--- config.mk ---
export PLATFORM = sky130hd
export DESIGN_NAME = zaddr_reg
export DESIGN_NICKNAME = d
export VERILOG_FILES = /design/src/rtl/zaddr_pkg.sv /design/src/rtl/zaddr_decode.sv /design/src/rtl/zaddr_step.sv /design/src/rtl/zaddr_pack.sv /design/src/rtl/zaddr_reg.sv
export SDC_FILE = /design/constraint.sdc
export NUM_CORES = 1
export LEC_CHECK = 0
export ABC_AREA = 1
export BUFFER_PORTS_ARGS = -buffer_cell sky130_fd_sc_hd__buf_2
export CORE_ASPECT_RATIO = 2
export CORE_MARGIN = 4
export CORE_UTILIZATION = 25
export CTS_BUF_LIST = sky130_fd_sc_hd__clkbuf_8 sky130_fd_sc_hd__clkbuf_16
export DETAILED_ROUTE_END_ITERATION = 6
export GPL_TIMING_DRIVEN = 0
export SYNTH_ARGS = -nofsm -noshare
export SYNTH_HDL_FRONTEND = slang
export SYNTH_SLANG_ARGS = --single-unit
export TNS_END_PERCENT = 100
--- constraint.sdc ---
create_clock -name clk -period 11.1 [get_ports clk]
set_input_delay 3.33 -clock clk [delete_from_list [all_inputs] [get_ports clk]]
set_output_delay 3.33 -clock clk [all_outputs]
set_load 0.005 [all_outputs]
--- src/rtl/zaddr_pkg.sv ---
package zaddr_pkg;
  localparam int NDIG = 3;            // decimal digit characters
  localparam int NZON = 2;            // zone pairs (hundreds, units)
  localparam int NPOS = NDIG + NZON;  // mixed-radix positions
  localparam int CW   = 6;            // character width: B A 8 4 2 1
  localparam int FW   = 4;            // field width
  localparam int SW   = 2;            // size select width

  typedef logic [NDIG-1:0][CW-1:0] chars_t;
  typedef logic [NPOS-1:0][FW-1:0] fields_t;

  // position 0..NDIG-1 decimal digits, NDIG hundreds zone, NDIG+1 units zone
  function automatic int radix(int i);
    return (i < NDIG) ? 10 : 4;
  endfunction

  function automatic int weight(int i);
    int w;
    w = 1;
    for (int k = 0; k < i; k++) w = w * radix(k);
    return w;
  endfunction

  localparam int TOTAL = weight(NPOS);
  localparam int LW    = $clog2(TOTAL);

  function automatic logic code_ok(logic [3:0] n);
    return (n >= 4'd1) && (n <= 4'd10);
  endfunction

  function automatic logic [FW-1:0] code_to_val(logic [3:0] n);
    return (n >= 4'd1 && n <= 4'd9) ? FW'(n) : '0;
  endfunction

  function automatic logic [3:0] val_to_code(logic [FW-1:0] v);
    return (v == '0) ? 4'd10 : 4'(v);
  endfunction
endpackage

--- src/rtl/zaddr_decode.sv ---
module zaddr_decode
  import zaddr_pkg::*;
(
  input  chars_t  chars,
  output fields_t fld,
  output logic    illegal
);
  logic [NDIG-1:0] ok;
  logic [NDIG-1:0] zmid;

  for (genvar i = 0; i < NDIG; i++) begin : g_dig
    assign fld[i] = code_to_val(chars[i][3:0]);
    assign ok[i]  = code_ok(chars[i][3:0]);
    if (i == 0 || i == NDIG-1) begin : g_edge
      assign zmid[i] = 1'b0;
    end else begin : g_mid
      assign zmid[i] = |chars[i][5:4];
    end
  end

  assign fld[NDIG]   = FW'(chars[NDIG-1][5:4]);
  assign fld[NDIG+1] = FW'(chars[0][5:4]);
  assign illegal     = ~(&ok) | (|zmid);
endmodule

--- src/rtl/zaddr_step.sv ---
module zaddr_step
  import zaddr_pkg::*;
#(
  parameter bit UP = 1'b1
) (
  input  fields_t fld,
  output fields_t nxt,
  output logic    wrap
);
  always_comb begin
    logic c;
    c = 1'b1;
    for (int i = 0; i < NPOS; i++) begin
      nxt[i] = fld[i];
      if (c) begin
        if (UP) begin
          if (fld[i] == FW'(radix(i) - 1)) nxt[i] = '0;
          else begin
            nxt[i] = fld[i] + FW'(1);
            c = 1'b0;
          end
        end else begin
          if (fld[i] == '0) nxt[i] = FW'(radix(i) - 1);
          else begin
            nxt[i] = fld[i] - FW'(1);
            c = 1'b0;
          end
        end
      end
    end
    wrap = c;
  end
endmodule

--- src/rtl/zaddr_pack.sv ---
module zaddr_pack
  import zaddr_pkg::*;
(
  input  fields_t         fld,
  output logic [LW-1:0]   lin,
  output chars_t          chars
);
  always_comb begin
    int acc;
    acc = 0;
    for (int i = 0; i < NPOS; i++) acc = acc + int'(fld[i]) * weight(i);
    lin = LW'(acc);
  end

  for (genvar i = 0; i < NDIG; i++) begin : g_enc
    if (i == NDIG-1) begin : g_hund
      assign chars[i] = {2'(fld[NDIG]), val_to_code(fld[i])};
    end else if (i == 0) begin : g_unit
      assign chars[i] = {2'(fld[NDIG+1]), val_to_code(fld[i])};
    end else begin : g_mid
      assign chars[i] = {2'b00, val_to_code(fld[i])};
    end
  end
endmodule

--- src/rtl/zaddr_reg.sv ---
module zaddr_reg
  import zaddr_pkg::*;
(
  input  logic                 clk,
  input  logic                 rst,
  input  logic                 ld,
  input  logic [NDIG*CW-1:0]   ld_addr,
  input  logic                 inc,
  input  logic                 dec,
  input  logic [SW-1:0]        size_sel,
  output logic [LW-1:0]        lin_addr,
  output logic [NDIG*CW-1:0]   addr_chars,
  output logic                 bad_addr,
  output logic                 end_around
);
  fields_t fld_q, fld_ld, fld_up, fld_dn, fld_n;
  logic    ill_ld, wrap_up, wrap_dn;
  logic    ill_q, ill_n, ea_n;
  logic [LW-1:0] lin_n;
  chars_t  chars_n;

  zaddr_decode u_dec (.chars(chars_t'(ld_addr)), .fld(fld_ld), .illegal(ill_ld));
  zaddr_step #(.UP(1'b1)) u_up (.fld(fld_q), .nxt(fld_up), .wrap(wrap_up));
  zaddr_step #(.UP(1'b0)) u_dn (.fld(fld_q), .nxt(fld_dn), .wrap(wrap_dn));

  always_comb begin
    fld_n = fld_q;
    ill_n = ill_q;
    ea_n  = 1'b0;
    if (ld) begin
      fld_n = fld_ld;
      ill_n = ill_ld;
    end else if (inc) begin
      fld_n = fld_up;
      ill_n = 1'b0;
      ea_n  = wrap_up;
    end else if (dec) begin
      fld_n = fld_dn;
      ill_n = 1'b0;
      ea_n  = wrap_dn;
    end
  end

  zaddr_pack u_pack (.fld(fld_n), .lin(lin_n), .chars(chars_n));

  always_ff @(posedge clk) begin
    if (rst) begin
      fld_q      <= '0;
      ill_q      <= 1'b0;
      lin_addr   <= '0;
      addr_chars <= {NDIG{2'b00, 4'd10}};
      bad_addr   <= 1'b0;
      end_around <= 1'b0;
    end else begin
      fld_q      <= fld_n;
      ill_q      <= ill_n;
      lin_addr   <= lin_n;
      addr_chars <= chars_n;
      bad_addr   <= ill_n | (fld_n[NDIG+1] > FW'(size_sel));
      end_around <= ea_n;
    end
  end

  // step up by one away from the top
  p_inc_step_r4: assert property (@(posedge clk) disable iff (rst)
    (!ld && inc && lin_addr != LW'(TOTAL-1)) |=> (lin_addr == $past(lin_addr) + LW'(1)));
  // step down by one away from zero
  p_dec_step_r5: assert property (@(posedge clk) disable iff (rst)
    (!ld && !inc && dec && lin_addr != '0) |=> (lin_addr == $past(lin_addr) - LW'(1)));
  // wrap at either end raises end_around
  p_wrap_up_r6: assert property (@(posedge clk) disable iff (rst)
    (!ld && inc && lin_addr == LW'(TOTAL-1)) |=> (lin_addr == '0 && end_around));
  p_wrap_dn_r6: assert property (@(posedge clk) disable iff (rst)
    (!ld && !inc && dec && lin_addr == '0) |=> (lin_addr == LW'(TOTAL-1) && end_around));
  p_ea_cause_r6: assert property (@(posedge clk) disable iff (rst)
    (ld || !(inc || dec)) |=> !end_around);
  // above installed size is flagged
  p_size_r8: assert property (@(posedge clk) disable iff (rst)
    (32'(lin_addr) >= (TOTAL/4) * (32'($past(size_sel)) + 1)) |-> bad_addr);
  // idle holds the address
  p_hold_r9: assert property (@(posedge clk) disable iff (rst)
    (!ld && !inc && !dec) |=> ($stable(lin_addr) && $stable(addr_chars)));
  // linear value stays in range
  p_range_r2: assert property (@(posedge clk) disable iff (rst)
    32'(lin_addr) < TOTAL);
endmodule

# Word-level counts from Yosys, hierarchy flattened
# Index checks and enable logic that the tools add are counted.
# op_classes
add_sub_neg,14
mul,4
n_lt_le_gt_ge,10
n_eq_ne,5
n_mux,47
n_bitwise,3
n_reduce_logical,20
# ops
cell,n
$mux W4,21
$mux W20,3
$add A14 B14 Y14,3
$logic_not A4 Y1,8
$le A4 B4 Y1 const B,6
$mux W1,23
$add A4 B1 Y4 const B,5
$sub A4 B1 Y4 const B,5
$add A5 B14 Y14,1
$eq A4 B4 Y1 const B,3
$ge A4 B1 Y1 const B,3
$mul A4 B7 Y11 const B,1
$reduce_or A2 Y1,5
$mul A4 B5 Y9 const B,1
$mul A4 B7 Y9 const B,1
$eq A4 B2 Y1 const B,2
$mul A4 B3 Y7 const B,1
$logic_and A1 B1 Y1,6
$gt A4 B2 Y1,1
$reduce_and A3 Y1,1
$or A1 B1 Y1,2
$not A1 Y1,1
# word_totals
regBits,55
inputBits,25
output_inout_bits,34
word_cells,117

# Logic depth before layout (Yosys ltp)
# Gate-level depths: netlist (run 1).
# depth
ltp_word,14
depth_mapped,36
ltp_nobuf,36

# Modules after synthesis
# From an unflattened synthesis (run 1), not the netlist that was laid out.
# unflattened
hier_cells,913
area_unflattened_um2,6188.4
# by_module_without_submodules
module,n_inst,cells_each,area_per_inst_um2,seq_area_each_um2
zaddr_pack,1,340,2552.4,0.0
zaddr_reg,1,304,2278.4,1101.1
zaddr_step at u_up,1,111,554.3,0.0
zaddr_step at u_dn,1,102,548.0,0.0
zaddr_decode,1,56,255.2,0.0

# Least setup slack after synthesis (run 1)
# No wires, ideal clock.
# synth_path
path_type,input port to flip-flop
startpoint,input inc
endpoint,register lin_addr[13]
arrival_ns,8.219
t_required_ns,10.987
slack_ns,2.768
stages,29
n_path_buf,2
cell_sequence,inv_1 -> buf_2 -> buf_2 -> nand2_1 -> a41oi_1 -> nor3_1 -> inv_1 -> fa_1 -> inv_1 -> fa_1 -> ha_1 -> a21oi_1 -> inv_1 -> a31oi_1 -> xnor2_1 -> inv_1 -> fa_1 -> ha_1 -> ha_1 -> a21o_1 -> nand3_1 -> nand4_1 -> xor2_1 -> inv_1 -> nand3_1 -> nand2_1 -> nand2_1 -> nand2_1 -> nor2_1
# synth_rtl
element,line,rtl
start: declaration,zaddr_reg.sv:8,"input logic inc,"
end signal: assignment,zaddr_reg.sv:57,lin_addr <= lin_n;
end: declaration,zaddr_reg.sv:11,"output logic [LW-1:0] lin_addr,"

==> results of run 1 <==
## area by class of cell
type	instances	area, sq um
Multi-Input combinational cell	467	3420
Timing Repair Buffer	54	270
Sequential cell	48	961
Clock inverter	2	13.8
Buffer	20	123
Inverter	133	500
Fill cell	2141	14100
Tap cell	262	328
Clock buffer	6	139
## through the flow
step                      power [mW]  cells  util [%]  worst slack (ns)
final                          0.998    992      29.0              1.85
after global routing            1.12    992      29.0              1.25
after CTS                       1.02    992      29.0              1.75
after detailed placement       0.845    984      28.3              1.46
after global placement         0.837    984      28.3              1.47
after floorplan                0.682    668         -              2.77
## state kept, by name, summed over array words and instances, names as in the netlist
register and flops:
end_around 1, addr_chars 15, bad_addr 1, fld_q 16, ill_q 1, lin_addr 14
## synth_stat cells, types with 5 or more instances
| cell | number | area share (%) |
|---|---|---|
| nor3_1 | 5 | 0.50 |
| buf_2 | 5 | 0.50 |
| inv_1 | 117 | 8.8 |
| nor2_1 | 59 | 4.4 |
| fa_1 | 29 | 12 |
| buf_4 | 9 | 1.4 |
| o21ai_1 | 8 | 0.80 |
| nor2_2 | 11 | 1.4 |
| a21oi_1 | 33 | 3.3 |
| nand4_1 | 5 | 0.63 |
| o21ai_0 | 38 | 3.8 |
| nand3_2 | 7 | 1.4 |
| dfxtp_1 | 48 | 19 |
| nand2_1 | 86 | 6.5 |
| inv_2 | 15 | 1.1 |
| ha_1 | 67 | 17 |
| xor2_1 | 15 | 2.6 |
| nand3_1 | 33 | 3.3 |
| a31oi_1 | 12 | 1.5 |
| xnor2_1 | 7 | 1.2 |
## worst min-delay path by stage
| stage | from | end | slack [ns] |
|---|---|---|---|
| 2_1_floorplan | ill_q$_SDFF_PP0_ | ill_q$_SDFF_PP0_ | 0.55 |
| 3_5_place_dp | ill_q$_SDFF_PP0_ | ill_q$_SDFF_PP0_ | 0.60 |
| 3_3_place_gp | ill_q$_SDFF_PP0_ | ill_q$_SDFF_PP0_ | 0.59 |
| 5_1_grt | ill_q$_SDFF_PP0_ | ill_q$_SDFF_PP0_ | 0.72 |
| 6_report | ill_q$_SDFF_PP0_ | ill_q$_SDFF_PP0_ | 0.62 |
| 4_1_cts | ill_q$_SDFF_PP0_ | ill_q$_SDFF_PP0_ | 0.62 |
## per-layer routing
layer | GRT usage (%) | wire length, um
met3 | 0.962 | 244
met2 | 26.1 | 8090
met5 | 0 | 0
met4 | 9.37 | 1060
met1 | 11.2 | 4450
## critical path: cells and delay by family
kind,cells,cell delay [ns]
AND/OR/NAND/NOR,12,1.09
buffers and inverters,7,1.59
adder cells (fa/ha/maj),5,1.84
AO/OA/AOI/OAI,3,1.18
XOR/XNOR,2,0.43
## kinds of logic after synthesis
group | synth area share (%)
buffers and inverters | 12.5
xor gates and xnor gates | 3.85
DFF | 19.2
adders and majority gates | 28.4
other | 0.0750
AOI/OAI and AO/OA | 13.3
and+or+nand+nor | 22.8
## power groups by stage
stage | clock (mW) | combinational (mW) | sequential, mW
after floorplan | 0 | 0.462 | 0.220
after global placement | 0 | 0.616 | 0.221
after detailed placement | 0 | 0.626 | 0.219
after CTS | 0.171 | 0.631 | 0.216
after global routing | 0.178 | 0.720 | 0.219
final | 0.164 | 0.618 | 0.216
==> flow_metrics.py, run 1 <==
metrics = {
    "run_status": {
        "status": "finished clean",
    },
    "synth": {
        "netlist_instances": 667,
        "syn_area_sq_um": 5000,
        "avgSynthCellArea_sq_um": 7.50,
        "yosysWarnings": 0,
        "synthArstFlopShare_pct": 0,
        "synth_cell_types": 51,
        "synth_edf_count": 0,
        "ys_seq_elements": 48,
        "synth_ff_type": "dfxtp_1",
        "ys_seq_area_share_pct": 19.2,
    },
    "route": {
        "wl_per_cell_um": 13.9,
        "vias": 4416,
        "wl_um": 13800,
        "avgViaCountPerCell": 4.45,
        "postRouteAntennaNets": 0,
        "drcViolationCount": 0,
        "first_pass_iters": 4,
        "drt_iter0_markers": 149,
    },
    "clocking": {
        "cts_buffers": 5,
        "clkTransAtPathRegs_ns": 0.07,
        "cts_buffer_depth": 2,
        "cts_tree": "done",
        "ctsResizeCount": 0,
        "postCtsHoldBufs": 0,
        "clockRootBuffer": "clkbuf_16",
        "cts_num_sinks": 48,
        "postCtsSetupRepairBufs": 0,
        "clock_latency_ns": 0.30,
        "h-tree-depth": 2,
    },
    "worst_hold_path": {
        "min_path_cells": 4,
        "hold_path_class": "register to register",
    },
    "floorplan": {
        "initial_core_util_pct": 25.2,
        "die_w_um": 108,
        "rows": 73,
        "die_y_um": 208,
        "core_area_sq_um": 19800,
        "boundaryPins": 59,
        "die-area_sq_um": 22500,
    },
    "worst_setup_path": {
        "worstPathRequired_ns": 11.33,
        "critPathKind": "input port to register",
        "r2r-start": "lin_addr[0]$_SDFF_PP0_",
        "r2r-end": "lin_addr[13]$_SDFF_PP0_",
        "cp-start-kind": "input port",
        "ff2ff_path_depth": 32,
        "path_common_cell": "nand2_1",
        "rrSetupSlack_ns": 4.50,
        "crit_start": "ld",
        "crit_fanout": 10,
        "worst_setup_path_end_kind": "register",
        "cpPeakStageDelay_ns": 0.72,
        "worstSetupEndpoint": "lin_addr[13]$_SDFF_PP0_",
        "crit_arrival_ns": 9.48,
        "cp_slowest_cell": "a31oi_1",
    },
    "cells_and_area": {
        "drive_gt1_share_pct": 18.5,
        "final_common_cell": "inv_1",
        "final_cell_area_sq_um": 5760,
        "antenna_cells": 0,
        "area_delta_synth_final_pct": 15.1,
        "layout_common_cells": "inv_1, nand2_1, ha_1",
        "nets": 850,
    },
    "global_routing": {
        "grt.total_usage_pct": 12.9,
        "grt_pass1_wl_um": 22500,
        "globalRouteOverflowTotal": 0,
        "grt_pass1_vias": 4720,
        "antenna_found_initial": 0,
        "grt_max_degree": 16,
    },
    "timing": {
        "tightest_slew_ns": 0.957,
        "finClkSkew_ns": 0.00335,
        "relSlewSlack_pct": 35.9,
        "fin_crit_ns": 9.25,
        "fin_crit_sh_pct": 83.3,
        "hold_slack_ns": 0.616,
        "setup_violations": 0,
        "final.setup.tns_ns": 0,
        "hold_violations": 0,
        "fmax_mhz": 108,
        "slew_violations": 0,
        "rsz0062_at_grt": "false",
    },
    "pwr": {
        "p_sw_share_pct": 46.2,
        "cellInternalPower_mw": 0.537,
        "p_leak_nw": 2.95,
        "max-vdd-ir-drop_uv": 59.1,
        "p_per_area_nw_per_um2": 173,
        "power_frac_comb_pct": 62.0,
        "pwr-share-clk_pct": 16.4,
        "p_sw_mw": 0.461,
        "p_seq_share_pct": 21.6,
    },
    "placement": {
        "placedInstanceArea_sq_um": 5600,
        "routabilityCongestion": 0.907,
        "io_buffers": 54,
        "place.detailed.hpwl_um": 12100,
    },
    "run": {
        "drv_cap": 0,
    },
}
No activity file was read; power rests on OpenSTA's default activity.
==> run 2: changes to the inputs <==
==> constraint.sdc (replaced) <==
create_clock -name clk -period 7.9 [get_ports clk]
set_input_delay 2.37 -clock clk [delete_from_list [all_inputs] [get_ports clk]]
set_output_delay 2.37 -clock clk [all_outputs]
set_load 0.005 [all_outputs]
==> run 2 against run 1 <==
Against the previous run:
- utilization up 0.42 points
- combinational power grew 46%
- sequential share of layout area decreased by 0.24 points
- via count up 0.45%
- global-route usage shrank 0.089 points
- first-iteration DRC count rose by 3.4%
- critical path type unchanged
- total power up 44%
- final cell count rose by 0.10%
- wire length is essentially flat
- setup slack worse by 1.4 ns
- clock skew is essentially flat
- non-clock buffer count grew 1
==> flow_metrics.py, run 2 (same netlist as run 1, synthesis figures left out) <==
metrics = {
    "route": {
        "drcViolationCount": 0,
        "avgViaCountPerCell": 4.47,
        "first_pass_iters": 4,
        "wl_per_cell_um": 13.9,
        "postRouteAntennaNets": 0,
        "vias": 4436,
        "wl_um": 13800,
        "drt_iter0_markers": 154,
    },
    "global_routing": {
        "grt_pass1_wl_um": 22400,
        "grt_max_degree": 20,
        "antenna_found_initial": 0,
        "grt.total_usage_pct": 12.8,
        "globalRouteOverflowTotal": 0,
        "grt_pass1_vias": 4710,
    },
    "pwr": {
        "p_leak_nw": 2.95,
        "max-vdd-ir-drop_uv": 83.3,
        "p_per_area_nw_per_um2": 246,
    },
    "placement": {
        "dp_slack_ns": -0.785,
        "place.detailed.hpwl_um": 12100,
        "dp_cells": 984,
        "routabilityCongestion": 0.907,
        "io_buffers": 54,
    },
    "worst_setup_path": {
        "crit_buf_inv": 9,
        "cp-start-kind": "input port",
        "critPathKind": "input port to register",
        "cpPeakStageDelay_ns": 0.57,
        "r2r-start": "lin_addr[0]$_SDFF_PP0_",
        "worstPathRequired_ns": 8.13,
        "path_common_cell": "nand2_1",
        "crit_fanout": 10,
        "crit_start": "inc",
        "worst_setup_path_end_kind": "register",
        "cpLargestDelayFamily": "adder cells",
        "cp_slowest_cell": "fa_1",
        "crit_arrival_ns": 7.73,
    },
    "floorplan": {
        "die-area_sq_um": 22500,
        "die_y_um": 208,
        "core_area_sq_um": 19800,
        "initial_core_util_pct": 25.2,
        "boundaryPins": 59,
        "rows": 73,
        "die_w_um": 108,
    },
    "timing": {
        "rsz0062_at_grt": "false",
        "tightest_slew_ns": 0.614,
        "setup_violations": 0,
        "fin_crit_ns": 7.50,
        "hold_slack_ns": 0.625,
        "fin_crit_sh_pct": 94.9,
        "setup_slack_ns": 0.404,
        "slew_violations": 0,
        "fmax_mhz": 133,
        "finClkSkew_ns": 0.00341,
        "relSlewSlack_pct": 59.0,
        "hold_violations": 0,
    },
    "cells_and_area": {
        "drive_gt1_share_pct": 20.2,
        "area_delta_synth_final_pct": 16.8,
        "antenna_cells": 0,
        "final_common_cell": "inv_1",
        "nets": 851,
        "top_regs": "fld_q (16), addr_chars (15), lin_addr (14)",
        "regMostFlops": "fld_q",
        "largest_reg_flops": 16,
        "layout_common_cells": "inv_1, nand2_1, ha_1",
        "instances_no_fill": 993,
        "fin_util_pct": 29.5,
    },
    "clocking": {
        "clockRootBuffer": "clkbuf_16",
        "postCtsHoldBufs": 0,
        "cts_buffer_depth": 2,
        "clkTransAtPathRegs_ns": 0.07,
        "clock_latency_ns": 0.30,
        "cts_tree": "done",
        "cts_num_sinks": 48,
        "h-tree-depth": 2,
        "cts_buffers": 5,
    },
    "worst_hold_path": {
        "hold_path_class": "register to register",
        "min_from": "ill_q$_SDFF_PP0_",
    },
    "run": {
        "drv_cap": 0,
    },
    "run_status": {
        "status": "finished clean",
    },
}
[run 2: cell types whose count changed in the layout (fill, tap and decap cells not counted), sizes merged]
cell / delta
buf: -1
clkbuf: +2
[run 2: per-stage QoR]
step           setup TNS (ns)  instance area [sq um]  power (mW)
6_report                    0                   5840        1.44
5_1_grt                     0                   5840        1.61
4_1_cts                     0                   5770        1.43
3_5_place_dp            -1.55                   5600        1.19
3_3_place_gp            -1.51                   5600        1.18
2_1_floorplan               0                   5010       0.959
[run 2: worst register-to-register path, delay by kind of cell, from the launching register on]
family          cells  cell delay, ns
fa+ha+maj           6            2.51
simple gates       17            1.91
flops               1            0.50
buf+inv             5            0.42
xor+xnor            2            0.36
compound gates      3            0.32
[run 2: path summary, 6_finish.rpt]
path | to | slack, ns | cells after the start
hold reg to reg | ill_q$_SDFF_PP0_ | 0.63 | 4
setup reg to reg | lin_addr[13]$_SDFF_PP0_ | 1.82 | 33
setup / recovery | lin_addr[13]$_SDFF_PP0_ | 0.40 | 28
hold / removal | ill_q$_SDFF_PP0_ | 0.63 | 4
[run 2: area by class of cell]
type | count | area [sq um]
fillers | 2124 | 14000
multi-input cells | 467 | 3490
flip-flops and latches | 48 | 961
inverters | 133 | 500
well taps | 262 | 328
repair buffers | 56 | 285
clock buffers | 6 | 139
plain buffers | 19 | 126
clock inverters | 2 | 13.8
[run 2: layer usage]
layer  GRT usage (%)  vias to the layer above  share of wire [%]
met3           0.962                       47                1.9
met5               0                        -                  0
li1                -                     2257                  -
met1            11.1                     2036                 32
met2            26.0                       96                 59
met4            9.11                        0                7.3
[run 2: repair_timing]
| action | in CTS | in global routing |
|---|---|---|
| gates resized for setup | 2 | 14 |
| pin swaps | 1 | 2 |
| setup buffers | 1 | 1 |
| setup endpoints to repair | 2 | 1 |
| endpoints found under the hold margin | 0 | 0 |
[run 2: power by group]
part           internal [mW]  switching (mW)  leakage (nW)
Combinational          0.366           0.538          2.48
Clock                  0.127           0.104        0.0772
Sequential             0.285          0.0181         0.398
Total                  0.778           0.661          2.95
